==> src/rtl/rx_level_fifo_pkg.sv <==
package rx_level_fifo_pkg;
  localparam int unsigned ST_NEMPTY  = 12;
  localparam int unsigned ST_NAEMPTY = 13;
  localparam int unsigned ST_NAFULL  = 14;
  localparam int unsigned ST_NFULL   = 15;
  localparam int unsigned ST_UNDER   = 22;
  localparam int unsigned ST_OVER    = 23;
  localparam int unsigned THR_W      = 16;
  localparam int unsigned LVL_W      = 20;

  typedef struct packed {
    logic full;
    logic afull;
    logic aempty;
    logic empty;
  } lvl_flags_t;
endpackage

==> src/rtl/rx_fifo_store.sv <==
module rx_fifo_store #(
  parameter int unsigned DATA_W = 32,
  parameter int unsigned DEPTH  = 16,
  localparam int unsigned AW = (DEPTH > 1) ? $clog2(DEPTH) : 1
) (
  input  logic              clk_i,
  input  logic              rst_ni,
  input  logic              push_i,
  input  logic [AW-1:0]     wptr_i,
  input  logic [DATA_W-1:0] wdata_i,
  input  logic              pop_i,
  input  logic [AW-1:0]     rptr_i,
  output logic [DATA_W-1:0] rdata_o
);
  logic [DATA_W-1:0] mem_q [DEPTH];
  logic [DATA_W-1:0] rdata_q;

  always_ff @(posedge clk_i) begin
    if (push_i) mem_q[wptr_i] <= wdata_i;
  end

  always_ff @(posedge clk_i or negedge rst_ni) begin
    if (!rst_ni)    rdata_q <= '0;
    else if (pop_i) rdata_q <= mem_q[rptr_i];
  end

  assign rdata_o = rdata_q;

  // output register only moves on an accepted pop
  a_r6_hold_data: assert property (@(posedge clk_i) disable iff (!rst_ni)
    !pop_i |=> $stable(rdata_q));
endmodule

==> src/rtl/rx_fifo_ctrl.sv <==
module rx_fifo_ctrl #(
  parameter int unsigned DEPTH = 16,
  localparam int unsigned AW = (DEPTH > 1) ? $clog2(DEPTH) : 1,
  localparam int unsigned CW = $clog2(DEPTH + 1)
) (
  input  logic          clk_i,
  input  logic          rst_ni,
  input  logic          clear_i,
  input  logic          push_req_i,
  input  logic          pop_req_i,
  input  logic          clr_over_i,
  input  logic          clr_under_i,
  output logic          push_o,
  output logic          pop_o,
  output logic [AW-1:0] wptr_o,
  output logic [AW-1:0] rptr_o,
  output logic [CW-1:0] count_o,
  output logic          over_o,
  output logic          under_o
);
  localparam logic [CW-1:0] FULL_CNT = CW'(DEPTH);
  localparam logic [AW-1:0] LAST_PTR = AW'(DEPTH - 1);

  logic [AW-1:0] wptr_q, rptr_q;
  logic [CW-1:0] count_q;
  logic          over_q, under_q;
  logic          is_full, is_empty, over_ev, under_ev;

  assign is_full  = (count_q == FULL_CNT);
  assign is_empty = (count_q == '0);
  assign push_o   = push_req_i && !clear_i && !is_full;
  assign pop_o    = pop_req_i && !clear_i && !is_empty;
  assign over_ev  = push_req_i && !clear_i && is_full;
  assign under_ev = pop_req_i && !clear_i && is_empty;

  always_ff @(posedge clk_i or negedge rst_ni) begin
    if (!rst_ni) begin
      wptr_q  <= '0;
      rptr_q  <= '0;
      count_q <= '0;
    end else if (clear_i) begin
      wptr_q  <= '0;
      rptr_q  <= '0;
      count_q <= '0;
    end else begin
      if (push_o) wptr_q <= (wptr_q == LAST_PTR) ? '0 : wptr_q + 1'b1;
      if (pop_o)  rptr_q <= (rptr_q == LAST_PTR) ? '0 : rptr_q + 1'b1;
      unique case ({push_o, pop_o})
        2'b10:   count_q <= count_q + 1'b1;
        2'b01:   count_q <= count_q - 1'b1;
        default: count_q <= count_q;
      endcase
    end
  end

  // sticky errors: a new event wins over a same-cycle clear
  always_ff @(posedge clk_i or negedge rst_ni) begin
    if (!rst_ni) begin
      over_q  <= 1'b0;
      under_q <= 1'b0;
    end else begin
      over_q  <= over_ev  | (over_q  & ~clr_over_i);
      under_q <= under_ev | (under_q & ~clr_under_i);
    end
  end

  assign wptr_o  = wptr_q;
  assign rptr_o  = rptr_q;
  assign count_o = count_q;
  assign over_o  = over_q;
  assign under_o = under_q;

  a_r5_no_overflow: assert property (@(posedge clk_i) disable iff (!rst_ni)
    count_q <= FULL_CNT);
  a_r2_count_inc: assert property (@(posedge clk_i) disable iff (!rst_ni)
    (push_req_i && !pop_req_i && !clear_i && count_q < FULL_CNT)
      |=> count_q == $past(count_q) + 1'b1);
  a_r4_count_dec: assert property (@(posedge clk_i) disable iff (!rst_ni)
    (pop_req_i && !push_req_i && !clear_i && count_q != '0)
      |=> count_q == $past(count_q) - 1'b1);
  a_r5_overrun_set: assert property (@(posedge clk_i) disable iff (!rst_ni)
    (push_req_i && !clear_i && count_q == FULL_CNT) |=> over_q);
  a_r6_underrun_set: assert property (@(posedge clk_i) disable iff (!rst_ni)
    (pop_req_i && !clear_i && count_q == '0) |=> under_q);
  a_r10_clear_empties: assert property (@(posedge clk_i) disable iff (!rst_ni)
    clear_i |=> count_q == '0);
endmodule

==> src/rtl/rx_fifo_flags.sv <==
module rx_fifo_flags
  import rx_level_fifo_pkg::*;
#(
  parameter int unsigned DEPTH = 16,
  localparam int unsigned CW = $clog2(DEPTH + 1),
  localparam int unsigned SW = ((THR_W > CW) ? THR_W : CW) + 1
) (
  input  logic [CW-1:0]    count_i,
  input  logic [THR_W-1:0] ae_lvl_i,
  input  logic [THR_W-1:0] af_margin_i,
  output lvl_flags_t       flags_o
);
  logic [SW-1:0] cnt_x, ae_x, af_x, depth_x;

  assign cnt_x   = SW'(count_i);
  assign ae_x    = SW'(ae_lvl_i);
  assign af_x    = SW'(af_margin_i);
  assign depth_x = SW'(DEPTH);

  always_comb begin
    flags_o.empty  = (cnt_x == '0);
    flags_o.full   = (cnt_x == depth_x);
    flags_o.aempty = (cnt_x <= ae_x);
    flags_o.afull  = ((cnt_x + af_x) >= depth_x);
  end
endmodule

==> src/rtl/rx_level_fifo.sv <==
module rx_level_fifo
  import rx_level_fifo_pkg::*;
#(
  parameter int unsigned DEPTH  = 16,
  parameter int unsigned AE_RST = 4,
  parameter int unsigned AF_RST = 4
) (
  input  logic        clk_i,
  input  logic        rst_ni,
  input  logic        rx_enable_i,
  input  logic        wr_valid_i,
  input  logic [31:0] wr_data_i,
  input  logic        rd_i,
  output logic [31:0] rd_data_o,
  input  logic        clear_i,
  input  logic        thr_wr_i,
  input  logic [31:0] thr_data_i,
  input  logic        err_clr_i,
  input  logic [31:0] err_clr_data_i,
  output logic [31:0] status_o,
  output logic [19:0] level_o,
  output logic [19:0] size_o
);
  localparam int unsigned AW = (DEPTH > 1) ? $clog2(DEPTH) : 1;
  localparam int unsigned CW = $clog2(DEPTH + 1);

  logic [THR_W-1:0] ae_q, af_q;
  logic             push, pop, over, under;
  logic [AW-1:0]    wptr, rptr;
  logic [CW-1:0]    count;
  lvl_flags_t       flags;

  always_ff @(posedge clk_i or negedge rst_ni) begin
    if (!rst_ni) begin
      ae_q <= THR_W'(AE_RST);
      af_q <= THR_W'(AF_RST);
    end else if (thr_wr_i) begin
      ae_q <= thr_data_i[THR_W-1:0];
      af_q <= thr_data_i[2*THR_W-1:THR_W];
    end
  end

  rx_fifo_ctrl #(.DEPTH(DEPTH)) u_ctrl (
    .clk_i       (clk_i),
    .rst_ni      (rst_ni),
    .clear_i     (clear_i),
    .push_req_i  (wr_valid_i & rx_enable_i),
    .pop_req_i   (rd_i),
    .clr_over_i  (err_clr_i & err_clr_data_i[ST_OVER]),
    .clr_under_i (err_clr_i & err_clr_data_i[ST_UNDER]),
    .push_o      (push),
    .pop_o       (pop),
    .wptr_o      (wptr),
    .rptr_o      (rptr),
    .count_o     (count),
    .over_o      (over),
    .under_o     (under)
  );

  rx_fifo_store #(.DATA_W(32), .DEPTH(DEPTH)) u_store (
    .clk_i   (clk_i),
    .rst_ni  (rst_ni),
    .push_i  (push),
    .wptr_i  (wptr),
    .wdata_i (wr_data_i),
    .pop_i   (pop),
    .rptr_i  (rptr),
    .rdata_o (rd_data_o)
  );

  rx_fifo_flags #(.DEPTH(DEPTH)) u_flags (
    .count_i     (count),
    .ae_lvl_i    (ae_q),
    .af_margin_i (af_q),
    .flags_o     (flags)
  );

  always_comb begin
    status_o             = '0;
    status_o[ST_NEMPTY]  = ~flags.empty;
    status_o[ST_NAEMPTY] = ~flags.aempty;
    status_o[ST_NAFULL]  = ~flags.afull;
    status_o[ST_NFULL]   = ~flags.full;
    status_o[ST_UNDER]   = under;
    status_o[ST_OVER]    = over;
  end

  assign level_o = LVL_W'(count);
  assign size_o  = LVL_W'(DEPTH);

  // gated writes never move the level
  a_r3_gated_write: assert property (@(posedge clk_i) disable iff (!rst_ni)
    (!rx_enable_i && !rd_i && !clear_i) |=> $stable(level_o));
  // full and empty are never reported together
  a_r9_flag_excl: assert property (@(posedge clk_i) disable iff (!rst_ni)
    status_o[ST_NEMPTY] || status_o[ST_NFULL]);
endmodule

==> config.mk <==
export PLATFORM = sky130hd
export DESIGN_NAME = rx_level_fifo
export DESIGN_NICKNAME = d
export VERILOG_FILES = /design/src/rtl/rx_level_fifo_pkg.sv /design/src/rtl/rx_fifo_store.sv /design/src/rtl/rx_fifo_ctrl.sv /design/src/rtl/rx_fifo_flags.sv /design/src/rtl/rx_level_fifo.sv
export SDC_FILE = /design/constraint.sdc
export NUM_CORES = 1
export LEC_CHECK = 0
export ABC_AREA = 0
export BUFFER_PORTS_ARGS = -buffer_cell sky130_fd_sc_hd__buf_2
export CORE_MARGIN = 5
export CORE_UTILIZATION = 59
export DETAILED_ROUTE_END_ITERATION = 12
export PLACE_DENSITY = 0.79
export RECOVER_POWER = 25
export SYNTH_ARGS = -nofsm -noshare
export SYNTH_HDL_FRONTEND = slang
export SYNTH_SLANG_ARGS = --single-unit
export TNS_END_PERCENT = 100
==> constraint.sdc <==
create_clock -name clk_i -period 4 [get_ports clk_i]
set_input_delay 0.6 -clock clk_i [delete_from_list [all_inputs] [get_ports clk_i]]
set_output_delay 0.6 -clock clk_i [all_outputs]
set_load 0.02 [all_outputs]
# == After elaboration in Yosys (flattened, before gate mapping) ==
# Memory sizes are Yosys's and may differ from the RTL's. A register that Yosys moved wholly into a read port is not among the register bits.
# Cells that the tools add are included.
# totals
register_bits,47
ram_bits,512
in_bits,104
out_inout_bits,104
elab_cells,58
memories,1
# op_classes
addsub,5
magnitude_cmp,2
n_eq_ne,5
muxes,10
bitwise_logic,13
n_reduce_logical,15
# memory_table
name,depth,width,rd,rd_clocked_by_memory_dff,write_ports,line_no,text
u_store.mem_q,16,32,1,1,1,rx_fifo_store.sv:15,logic [DATA_W-1:0] mem_q [DEPTH];
# op_table
op,count
4-bit 2-to-1 mux,6
5-bit by 16-bit adder with 17-bit output,1
17-bit by 5-bit greater-or-equal comparator with 1-bit output (second input constant),1
17-bit logical NOT,1
5-bit by 16-bit less-or-equal comparator with 1-bit output,1
5-bit case mux with 2 select lines,1
4-bit by 1-bit adder with 4-bit output (second input constant),2
4-bit == test (second input constant),2
1-bit logical AND,6
1-bit inverter,6
5-bit by 1-bit adder with 5-bit output (second input constant),1
1-bit AND,5
5-bit == test (second input constant),1
5-bit logical NOT,1
5-bit 2-to-1 mux,1
5-bit by 1-bit subtractor with 5-bit output (second input constant),1
1-bit logical NOT,4
2-bit nonzero test,2
3-bit nonzero test,1
2-bit by 1-bit == test with 1-bit output (second input constant),1
2-bit == test (second input constant),1
1-bit 2-to-1 mux,2
1-bit OR,2

# == Longest topological paths before layout ==
# depth
word_depth,6
ltp_mapped,11
ltp_nobuf,11

# == By module ==
# From an unflattened synthesis, not the netlist that was laid out.
# unflattened
hier_cells,1203
hier_area_um2,24192.0
# modules_own_cells
module,n_inst,cells_each,area_per_inst_um2,seq_area_each_um2
rx_fifo_store,1,876,20788.7,16175.5
rx_level_fifo,1,140,1861.8,803.3
rx_fifo_ctrl,1,101,942.2,375.4
rx_fifo_flags,1,86,599.3,0.0

# == Worst setup path before layout ==
# OpenSTA, ideal clock, no wires.
# synth_timing
kind,register to register
from,"register u_ctrl.count_q[1], in the netlist u_ctrl.count_o[1]"
to,"memory u_store.mem_q[7][0], enable pin"
setup_ps,461
arrival_ps,3258
required_time_ps,3539
slack_ps,280
path_stages_with_launch,4
path_buffers,0
period_less_slack_ps,3720
path_cell_list,dfrtp_1 > nor4_4 > a21o_2 > nor3_1
# synth_between
elab_chain_cells,5
# synth_rtl
item,line_no,text
start: declaration,rx_fifo_ctrl.sv:25,logic [CW-1:0] count_q;
start signal: assignment,rx_fifo_ctrl.sv:49,2'b10: count_q <= count_q + 1'b1;
start signal: assignment,rx_fifo_ctrl.sv:50,2'b01: count_q <= count_q - 1'b1;
start signal: assignment,rx_fifo_ctrl.sv:51,default: count_q <= count_q;
5-bit == test,rx_fifo_ctrl.sv:29,assign is_full = (count_q == FULL_CNT);
1-bit logical NOT,rx_fifo_ctrl.sv:31,assign push_o = push_req_i && !clear_i && !is_full;
1-bit logical AND,rx_fifo_ctrl.sv:31,
1-bit 2-to-1 mux,rx_fifo_store.sv:19,if (push_i) mem_q[wptr_i] <= wdata_i;
1-bit 2-to-1 mux (not written as such),rx_fifo_store.sv:19,
end: declaration,rx_fifo_store.sv:15,
# No other way between the ends.

# == Worst setup path after layout ==
# layout_timing
from,"register u_ctrl.count_q[0], in the netlist u_ctrl.count_o[0]"
to,output status_o[14]
# layout_between
elab_chain_cells,3
# layout_rtl
item,line_no,text
5-bit by 16-bit adder with 17-bit output,rx_fifo_flags.sv:24,flags_o.afull = ((cnt_x + af_x) >= depth_x);
17-bit by 5-bit greater-or-equal comparator with 1-bit output,rx_fifo_flags.sv:24,
1-bit inverter,rx_level_fifo.sv:82,status_o[ST_NAFULL] = ~flags.afull;
end: declaration,rx_level_fifo.sv:20,"output logic [31:0] status_o,"
# No other way between the ends.

==> results.yml <==
floorplan:
  die_y_um: 210
  core_area_um2: 39700
  row_count: 73
  die_area_um2: 44200
  die_w_um: 210
  io_pins: 208
  initial_core_util_pct: 59.6
setup_path:
  required_ns: 3.40
  worstPathMaxFanout: 5
  worst_setup_path_end_kind: "primary output"
  arrival_ns: 3.21
  worstSetupStartpointType: "flip-flop"
  worstSetupPathType: "reg -> out"
pwr:
  switching_share_pct: 26.4
  power.density_nw_per_um2: 574
  ir_drop_mv: 0.427
  power.share.clock_pct: 35.4
  power_switching_mw: 4.04
  seq_power_share_pct: 47.3
  internal_power_mw: 11.3
  p_leak_nw: 9.04
  comb_power_share_pct: 17.3
  power_mw: 15.3
final_layout:
  nFillCells: 2519
  drive_gt1_share_pct: 25.8
  areaGrowthSynthToFinish_pct: 12.5
  num-nets-final: 1566
logic_synthesis:
  synthArstFlopShare_pct: 13.4
  synth_top_area_share_pct: 65.0
  syn_inst: 1294
  avgSynthCellArea_um2: 18.3
  synth.most_common_cell: "edfxtp_1"
  synthTopCellsByArea: "edfxtp_1 65%, mux4_2 9.1%, dfrtp_1 8.1%, mux2i_1 2.8%, buf_4 2.4%"
  synth_common_cells: "512 x edfxtp_1, 96 x mux4_2, 94 x nand2_1"
  synth_edf_count: 512
  synth_area_um2: 23700
  synth.largest_area_cell: "edfxtp_1"
  synth_seq_cells: 591
  synthFlopType: "edfxtp_1"
  ys_warn_count: 0
  seq_area_frac_synth_pct: 73.3
  post_synth_num_cell_types: 57
sta:
  setup_violations: 0
  rsz0062_at_grt: "false"
  tns_ns: 0
  fmax_ghz: 0.263
  hold_viol: 0
  drv_slew: 0
  fin_hold_ws_ns: 0.136
  worst_pin_slew_ns: 0.950
  skew_ns: 0.0238
  slew_headroom_pct: 36.7
  timing.final.crit_period_ns: 3.81
  period_share_pct: 95.1
placed_design:
  gp_congestion: 0.834
  place_hpwl_um: 29000
  port_buffers: 116
route:
  drt_iter0_drc: 1416
  wl_um: 51400
  ant_nets: 0
  firstDrtPassIters: 5
  drc: 0
  via_per_inst: 6.24
  via_count: 12578
  drt-wirelength-per-cell_um: 25.5
global_routing:
  grt_max_degree: 70
  grt_pass1_vias: 12726
  antenna_found_initial: 2
  grt_pass1_wl_um: 77500
  grt_usage_pct: 23.2
  grt_overflow: 0
clock_network:
  cts-resized-gates: 0
  postCtsHoldBufs: 0
  clockRootBuffer: "clkbuf_16"
  clock-sinks: 591
  clockBufferDepth: 3
  post-cts-setup-buffers: 0
  clock_latency_ns: 0.62
  h-tree-depth: 2
  cts_buffers: 56
  cts.clk_slew.worst_paths_ns: 0.06
  cts_tree: "built"
status:
  outcome: "completed"
run:
  drv_cap: 0
hold_path:
  hp-class: "in -> async"
critical path: stages, from the launching register on:
cell and delay [ns]:
dfrtp_1 0.44, ha_1 0.25, fa_1 0.42, a21o_1 0.18, a211oi_1 0.32, a211oi_1 0.13
nor3_1 0.22, nand4_1 0.13, a211oi_1 0.29, buf_2 0.23
cells in the final DEF, fill, tap and decap left out, drive strengths merged, types with 5 or more instances in the layout:
cell and n:
a21o 5, conb 61, edfxtp 512, and2 8
a211oi 5, nor3 7, a21oi 12, buf 132
clkbuf 92, clkinv 27, clkinvlp 6, ha 18
and3 5, o21ai 80, nand3 6, nand2 94
mux2i 66, inv 13, nor2 17, bufinv 6
mux2 27, mux4 96, o221ai 64, dfrtp 77
power by group through the flow:
stage,Combinational (mW),Clock (mW),Sequential (mW)
5_1_grt,2.88,5.76,7.27
6_report,2.65,5.42,7.23
3_5_place_dp,2.67,0,7.36
4_1_cts,2.70,5.48,7.23
2_1_floorplan,1.93,0,7.43
3_3_place_gp,2.61,0,7.33
final timing paths:
| path | from | to | slack [ns] | cells past startpoint |
|---|---|---|---|---|
| worst max-delay path | u_ctrl.count_o[0] | status_o[14] | 0.19 | 9 |
| worst min-delay path | rst_ni | af_q[6] | 0.14 | 1 |
| worst max register to register | u_ctrl.count_o[1] | u_ctrl.count_o[4] | 0.88 | 12 |
| worst min register to register | u_store.rdata_o[10] | u_store.rdata_o[10] | 0.48 | 2 |
| max in group asynchronous | rst_ni | u_store.rdata_o[23] | 3.01 | 2 |
| min in group clk_i | thr_data_i[2] | ae_q[2] | 0.22 | 3 |
logic make-up after synthesis:
group / share of synthesized area (%)
compound gates: 5.43
other cells: 0.0317
fa+ha+maj: 1.12
mux: 13.2
xor+xnor: 0.148
buf+inv: 3.51
simple gates: 3.22
flops: 73.3
layout make-up:
type	instances	area (um2)	area share, %
sequential	591	17400	65.2
multi-input combinational	622	5730	21.5
clock buffer	66	1500	5.63
timing repair buffer	158	903	3.39
tap	525	657	2.47
clock inverter	39	420	1.58
inverter	13	48.8	0.183
antenna	2	5.00	0.0188
routing by layer:
layer	share of wire [%]	track usage [%]	wire length, um	vias to the layer above
met1	38	32.0	19400	6409
met4	2.5	6.77	1310	0
met3	10	5.57	5260	105
met5	0	0	0	-
met2	49	37.9	25400	704
li1	-	-	-	5360
stage by stage:
stage	std cells	area, um2	utilization (%)	worst slack [ns]
floorplan	1353	23900	-	0.280
global placement	1909	24700	62.3	0.791
detailed placement	1909	24700	62.3	0.779
CTS	2014	26700	67.1	0.128
global route	2016	26600	67.0	0.0347
finish	2016	26600	67.0	0.194
registers in the layout, indices dropped and copies added (netlist names):
name / count
u_ctrl.count_o: 5
u_ctrl.rptr_o: 4
u_store.rdata_o: 32
u_store.mem_q: 512
u_ctrl.wptr_o: 4
af_q: 16
u_ctrl.under_o: 1
ae_q: 16
u_ctrl.over_o: 1
No activity file was read; power rests on OpenSTA's default activity.
